[src/rtl/attr_regbank_pkg.sv]
package attr_regbank_pkg;

  typedef enum logic [3:0] {
    FA_RSVD,
    FA_RW,
    FA_RO,
    FA_HWST,
    FA_RC,
    FA_RCW,
    FA_W1C,
    FA_LOCK,
    FA_HWINIT,
    FA_ZERO
  } fattr_e;

  // Attribute of bit b in register r; the layout repeats every four registers.
  function automatic fattr_e field_attr(int r, int b);
    fattr_e a;
    case (r % 4)
      0: begin
        if (b < 8)       a = FA_RW;
        else if (b < 16) a = FA_LOCK;
        else if (b < 24) a = FA_HWINIT;
        else if (b < 28) a = FA_RO;
        else             a = FA_RSVD;
      end
      1: begin
        if (b < 8)       a = FA_W1C;
        else if (b < 16) a = FA_RC;
        else if (b < 24) a = FA_RCW;
        else             a = FA_HWST;
      end
      2: begin
        if (b < 16) a = FA_ZERO;
        else        a = FA_RW;
      end
      default: begin
        if (b == 0)     a = FA_RW;
        else if (b < 8) a = FA_ZERO;
        else            a = FA_RSVD;
      end
    endcase
    return a;
  endfunction

  // Reset default (and hardwired value for constant bits).
  function automatic logic field_rst(int r, int b);
    logic [31:0] v;
    v = ((r % 4) == 0) ? 32'h0A5C_0000 : 32'h0000_0000;
    return v[b % 32];
  endfunction

endpackage

[src/rtl/attr_initctl.sv]
module attr_initctl (
  input  logic clk,
  input  logic rst,
  input  logic init_load,
  input  logic init_done,
  output logic init_acc
);

  logic done_q;

  always_ff @(posedge clk) begin
    if (rst) done_q <= 1'b0;
    else if (init_done) done_q <= 1'b1;
  end

  assign init_acc = init_load && !done_q && !init_done;

endmodule

[src/rtl/attr_reg.sv]
module attr_reg
  import attr_regbank_pkg::*;
#(
  parameter int REG_IDX = 0,
  parameter int DATA_W  = 32,
  localparam int NBYTES = DATA_W / 8
) (
  input  logic              clk,
  input  logic              rst,
  input  logic              sel_wr,
  input  logic              sel_rd,
  input  logic [DATA_W-1:0] wdata,
  input  logic [NBYTES-1:0] be,
  input  logic              unlock,
  input  logic              init_acc,
  input  logic [DATA_W-1:0] init_data,
  input  logic [DATA_W-1:0] hw_set,
  input  logic [DATA_W-1:0] hw_stat,
  output logic [DATA_W-1:0] rd_val
);

  for (genvar b = 0; b < DATA_W; b++) begin : g_bit
    localparam fattr_e ATTR = field_attr(REG_IDX, b);
    localparam logic   RV   = field_rst(REG_IDX, b);
    logic wr_b;
    assign wr_b = sel_wr && be[b/8];

    if (ATTR == FA_RW || ATTR == FA_LOCK) begin : g_rw
      logic q;
      always_ff @(posedge clk) begin
        if (rst) q <= RV;
        else if (wr_b && (ATTR == FA_RW || unlock)) q <= wdata[b];
      end
      assign rd_val[b] = q;
    end else if (ATTR == FA_RC) begin : g_rc
      logic q;
      always_ff @(posedge clk) begin
        if (rst) q <= RV;
        else if (hw_set[b]) q <= 1'b1;
        else if (sel_rd) q <= 1'b0;
      end
      assign rd_val[b] = q;
    end else if (ATTR == FA_RCW) begin : g_rcw
      logic q;
      always_ff @(posedge clk) begin
        if (rst) q <= RV;
        else if (hw_set[b]) q <= 1'b1;
        else if (wr_b) q <= wdata[b];
        else if (sel_rd) q <= 1'b0;
      end
      assign rd_val[b] = q;
    end else if (ATTR == FA_W1C) begin : g_w1c
      logic q;
      always_ff @(posedge clk) begin
        if (rst) q <= RV;
        else if (hw_set[b]) q <= 1'b1;
        else if (wr_b && wdata[b]) q <= 1'b0;
      end
      assign rd_val[b] = q;
    end else if (ATTR == FA_HWINIT) begin : g_hwinit
      logic q;
      always_ff @(posedge clk) begin
        if (rst) q <= RV;
        else if (init_acc) q <= init_data[b];
      end
      assign rd_val[b] = q;
    end else if (ATTR == FA_HWST) begin : g_hwst
      assign rd_val[b] = hw_stat[b];
    end else if (ATTR == FA_RO) begin : g_ro
      assign rd_val[b] = RV;
    end else begin : g_zero
      assign rd_val[b] = 1'b0;
    end
  end

endmodule

[src/rtl/attr_rdmux.sv]
module attr_rdmux #(
  parameter int NUM_REGS = 4,
  parameter int DATA_W   = 32,
  localparam int ADDR_W  = (NUM_REGS > 1) ? $clog2(NUM_REGS) : 1
) (
  input  logic                       clk,
  input  logic                       rst,
  input  logic                       rd,
  input  logic [ADDR_W-1:0]          addr,
  input  logic [NUM_REGS*DATA_W-1:0] view,
  output logic [DATA_W-1:0]          rdata
);

  logic [DATA_W-1:0] sel_val;

  always_comb begin
    sel_val = '0;
    for (int r = 0; r < NUM_REGS; r++) begin
      if (addr == ADDR_W'(r)) sel_val = view[r*DATA_W +: DATA_W];
    end
  end

  always_ff @(posedge clk) begin
    if (rst) rdata <= '0;
    else if (rd) rdata <= sel_val;
  end

endmodule

[src/rtl/attr_regbank.sv]
module attr_regbank
  import attr_regbank_pkg::*;
#(
  parameter int NUM_REGS   = 4,
  parameter int DATA_W     = 32,
  parameter int UNLOCK_REG = 3,
  parameter int UNLOCK_BIT = 0,
  localparam int ADDR_W    = (NUM_REGS > 1) ? $clog2(NUM_REGS) : 1,
  localparam int NBYTES    = DATA_W / 8,
  localparam int BANK_W    = NUM_REGS * DATA_W
) (
  input  logic              clk,
  input  logic              rst,
  input  logic [ADDR_W-1:0] bus_addr,
  input  logic              bus_wr,
  input  logic [DATA_W-1:0] bus_wdata,
  input  logic [NBYTES-1:0] bus_be,
  input  logic              bus_rd,
  output logic [DATA_W-1:0] bus_rdata,
  input  logic [BANK_W-1:0] hw_set,
  input  logic [BANK_W-1:0] hw_stat,
  input  logic              init_load,
  input  logic [BANK_W-1:0] init_data,
  input  logic              init_done,
  output logic [BANK_W-1:0] reg_q
);

  logic init_acc;
  logic unlock;

  assign unlock = reg_q[UNLOCK_REG*DATA_W + UNLOCK_BIT];

  attr_initctl u_init (
    .clk      (clk),
    .rst      (rst),
    .init_load(init_load),
    .init_done(init_done),
    .init_acc (init_acc)
  );

  for (genvar r = 0; r < NUM_REGS; r++) begin : g_reg
    logic sel_wr, sel_rd;
    assign sel_wr = bus_wr && (bus_addr == ADDR_W'(r));
    assign sel_rd = bus_rd && (bus_addr == ADDR_W'(r));

    attr_reg #(
      .REG_IDX(r),
      .DATA_W (DATA_W)
    ) u_reg (
      .clk      (clk),
      .rst      (rst),
      .sel_wr   (sel_wr),
      .sel_rd   (sel_rd),
      .wdata    (bus_wdata),
      .be       (bus_be),
      .unlock   (unlock),
      .init_acc (init_acc),
      .init_data(init_data[r*DATA_W +: DATA_W]),
      .hw_set   (hw_set[r*DATA_W +: DATA_W]),
      .hw_stat  (hw_stat[r*DATA_W +: DATA_W]),
      .rd_val   (reg_q[r*DATA_W +: DATA_W])
    );
  end

  attr_rdmux #(
    .NUM_REGS(NUM_REGS),
    .DATA_W  (DATA_W)
  ) u_rdmux (
    .clk  (clk),
    .rst  (rst),
    .rd   (bus_rd),
    .addr (bus_addr),
    .view (reg_q),
    .rdata(bus_rdata)
  );

endmodule

[config.mk]
export PLATFORM = sky130hd
export DESIGN_NAME = attr_regbank
export DESIGN_NICKNAME = d
export VERILOG_FILES = /design/src/rtl/attr_regbank_pkg.sv /design/src/rtl/attr_initctl.sv /design/src/rtl/attr_reg.sv /design/src/rtl/attr_rdmux.sv /design/src/rtl/attr_regbank.sv
export SDC_FILE = /design/constraint.sdc
export NUM_CORES = 1
export LEC_CHECK = 0
export BUFFER_PORTS_ARGS = -buffer_cell sky130_fd_sc_hd__buf_2
export CAP_MARGIN = 20
export CORE_AREA = 2 2 229 231
export CTS_CLUSTER_DIAMETER = 100
export CTS_CLUSTER_SIZE = 24
export DETAILED_ROUTE_END_ITERATION = 6
export DIE_AREA = 0 0 231 233
export PLACE_DENSITY_LB_ADDON = 0.08
export REMOVE_ABC_BUFFERS = 1
export SLEW_MARGIN = 20
export SYNTH_ARGS = -nofsm -noshare
export SYNTH_HDL_FRONTEND = slang
export SYNTH_SLANG_ARGS = --single-unit
[constraint.sdc]
create_clock -name clk -period 3.2 [get_ports clk]
set_input_delay 0.48 -clock clk [delete_from_list [all_inputs] [get_ports clk]]
set_output_delay 0.48 -clock clk [all_outputs]
set_load 0.1 [all_outputs]
==> flow_summary.yaml <==
drt:
  antenna_left: 0
  wl_per_cell_um: 18.3
  drt-total-wl_mm: 24.8
  via_per_inst: 2.92
  dr_total_vias: 3955
  drc: 0
  firstDrtPassIters: 4
  drtIter0Drc: 172
die:
  die_area_um2: 53800
  initial_core_util: 0.0980
  coreArea_um2: 51100
  rows: 83
  io_pins: 588
  die_h_um: 233
  dieWidth_um: 231
power_and_ir_drop:
  p_per_area_nw_per_um2: 561
  switchingPower_mw: 1.52
  power_mw: 3.50
  peakVddDrop_uv: 268
  combPwrFrac: 0.302
  p_leak_nw: 2.66
  clock_power_share: 0.323
  switching_share: 0.434
  power.share.sequential: 0.375
  p_int_mw: 1.98
setup_path:
  worstPathCellList: "buf_2 -> and2b_1 -> and3_1 -> a311oi_1"
  crit_cells: 4
  crit_start: "bus_addr[0]"
  path_max_fanout: 13
  max_stage_delay_ns: 0.64
  cp_top_family: "simple AND/OR/NAND/NOR gates"
  criticalPathCategory: "input pin to register"
  cp_data_required_time_ns: 3.43
  reg2reg_slack_ns: 1.67
  cp.arrival_ns: 2.20
  reg2reg_depth: 4
  crit_buf_inv: 1
  end_kind: "register"
  crit_path_end: "g_reg[1].u_reg.g_bit[2].g_w1c.q"
  crit_slowest_cell: "and2b_1"
  worstReg2RegStart: "u_init.done_q"
  start_kind: "input pin"
  worstReg2RegEnd: "g_reg[0].u_reg.g_bit[20].g_hwinit.q"
min_path:
  hp-class: "input pin to register"
clock_network:
  cts_made_buffers: 9
  cts_root_buf: "clkbuf_16"
  htree_levels: 3
  cts_tree: "built"
  clock_sinks: 98
  post_cts_buffers: 0
  clkLatencyLatePin_ns: 0.38
  cts.clk_slew.worst_paths_ns: 0.08
  cts_hold_buffers: 0
  clock_path_buffers: 2
  post_cts_resized: 0
timing:
  min_period_ns: 1.97
  hold_violations: 0
  finalCritPeriodShare: 0.615
  slew_headroom: 0.481
  final-setup-viol-count: 0
  skew_ns: 0.00778
  max_freq_ghz: 0.508
  finalMaxSlewViolations: 0
  setup_tns_ns: 0
  rsz0062_at_grt: "no"
  worst_slew_pin_slew_ns: 0.776
yosys:
  synth-seq-cells: 98
  synth_top_flop_cell: "dfxtp_1"
  synth_top_area_frac: 0.392
  netlist_top_cells_count: "buf_4, dfxtp_1, nor2_1"
  synth_area_leaders: "dfxtp_1, buf_4, mux2_2"
  yosysTopAreaCell: "dfxtp_1"
  synth_cells: 565
  synth-edff-count: 0
  post-synth-top-count-cell: "buf_4"
  synth_seq_area_share: 0.392
  synthesis.area_um2: 5010
  async_reset_ff_frac: 0
  synth_cell_types: 36
  syn_area_per_cell_um2: 8.86
  yosys_warnings: 0
cells_and_area:
  drive_gt1_frac: 0.365
  syn_to_final_growth_pct: 24.7
  final_nets: 1095
global_route:
  grt_overflow: 0
  antenna_found_initial: 2
  grt_pass1_vias: 4102
  grt_pass1_wl_mm: 33.4
  grt_start_max_net_pins: 60
  track_usage: 0.0921
run:
  maxCapViolations: 0
place:
  dp.final_hpwl_mm: 19.2
  io_buffers: 188
  gp_congestion: 0.646
run_status:
  status: "complete, no violations"
registers in the layout, summed over array words and instances (netlist names):
name                      cells
g.u_reg.g_bit.g_w1c.q         8
u_rdmux.rdata                32
g.u_reg.g_bit.g_rcw.q         8
u_init.done_q                 1
g.u_reg.g_bit.g_rc.q          8
g.u_reg.g_bit.g_rw.q         33
g.u_reg.g_bit.g_hwinit.q      8
metal layers:
layer	vias to the layer above	track usage	wire length [µm]
met5	-	0	26
met4	4	0.0188	204
met3	15	0.0409	1750
met2	118	0.172	13400
met1	1880	0.0946	9420
li1	1938	-	-
power groups by stage:
| stage | registers, mW | clock network [mW] | logic [mW] |
|---|---|---|---|
| 2_1_floorplan | 1.70 | 0 | 0.401 |
| 4_1_cts | 1.32 | 1.24 | 1.08 |
| 3_3_place_gp | 1.34 | 0 | 1.08 |
| 6_report | 1.31 | 1.13 | 1.06 |
| 5_1_grt | 1.32 | 1.26 | 1.11 |
| 3_5_place_dp | 1.34 | 0 | 1.07 |
how the worst min path moves through the flow:
stage                                    startpoint                                  end  slack, ns  cells after the start
global placement    g_reg[2].u_reg.g_bit[17].g_rw.q      g_reg[2].u_reg.g_bit[17].g_rw.q       0.47                      2
CTS                                      hw_set[44]      g_reg[1].u_reg.g_bit[12].g_rc.q       0.25                      3
floorplan                             u_init.done_q                        u_init.done_q       0.46                      2
finish                                init_data[22]  g_reg[0].u_reg.g_bit[22].g_hwinit.q       0.29                      2
detailed placement  g_reg[2].u_reg.g_bit[17].g_rw.q      g_reg[2].u_reg.g_bit[17].g_rw.q       0.46                      2
global route                          init_data[22]  g_reg[0].u_reg.g_bit[22].g_hwinit.q       0.27                      2
metrics by stage:
step	instances	utilization	setup WS (ns)	hold slack, ns	instance area, µm²
after floorplan	458	-	1.05	0.458	4060
final	1353	0.122	1.23	0.293	6240
after CTS	1352	0.122	1.11	0.250	6240
after global routing	1352	0.122	1.04	0.265	6240
after detailed placement	1336	0.117	0.682	0.461	5960
after global placement	1336	0.117	0.689	0.468	5960
layout make-up:
class / count / area, µm²
multi-input combinational: 349 / 2080
clock inverter: 5 / 37.5
clock buffer: 11 / 243
sequential: 98 / 1960
inverter: 11 / 41.3
fill: 5913 / 44900
timing repair buffer: 198 / 1030
tap: 680 / 851
antenna: 1 / 2.50
cells in the final DEF (no fill, tap or decap), types with 14 or more instances in the layout:
cell type | Yosys | routed
nand2b_1 | 16 | 16
nand2_1 | 46 | 46
dfxtp_1 | 98 | 98
a311oi_1 | 14 | 14
buf_2 | 7 | 187
nor2_1 | 61 | 61
a21oi_1 | 43 | 43
mux2_2 | 23 | 23
mux2i_1 | 21 | 21
conb_1 | 2 | 55
a22oi_1 | 15 | 15
logic make-up (layout without fill, tap and decap cells):
| group | count (synthesis) | count (layout) | synth area share |
|---|---|---|---|
| AOI/OAI and AO/OA | 87 | 87 | 0.116 |
| buffers and inverters | 171 | 225 | 0.236 |
| DFF | 98 | 98 | 0.392 |
| muxes | 45 | 45 | 0.0967 |
| other | 2 | 56 | 0.00150 |
| and+or+nand+nor | 162 | 162 | 0.158 |
No activity file was read; power rests on OpenSTA's default activity.
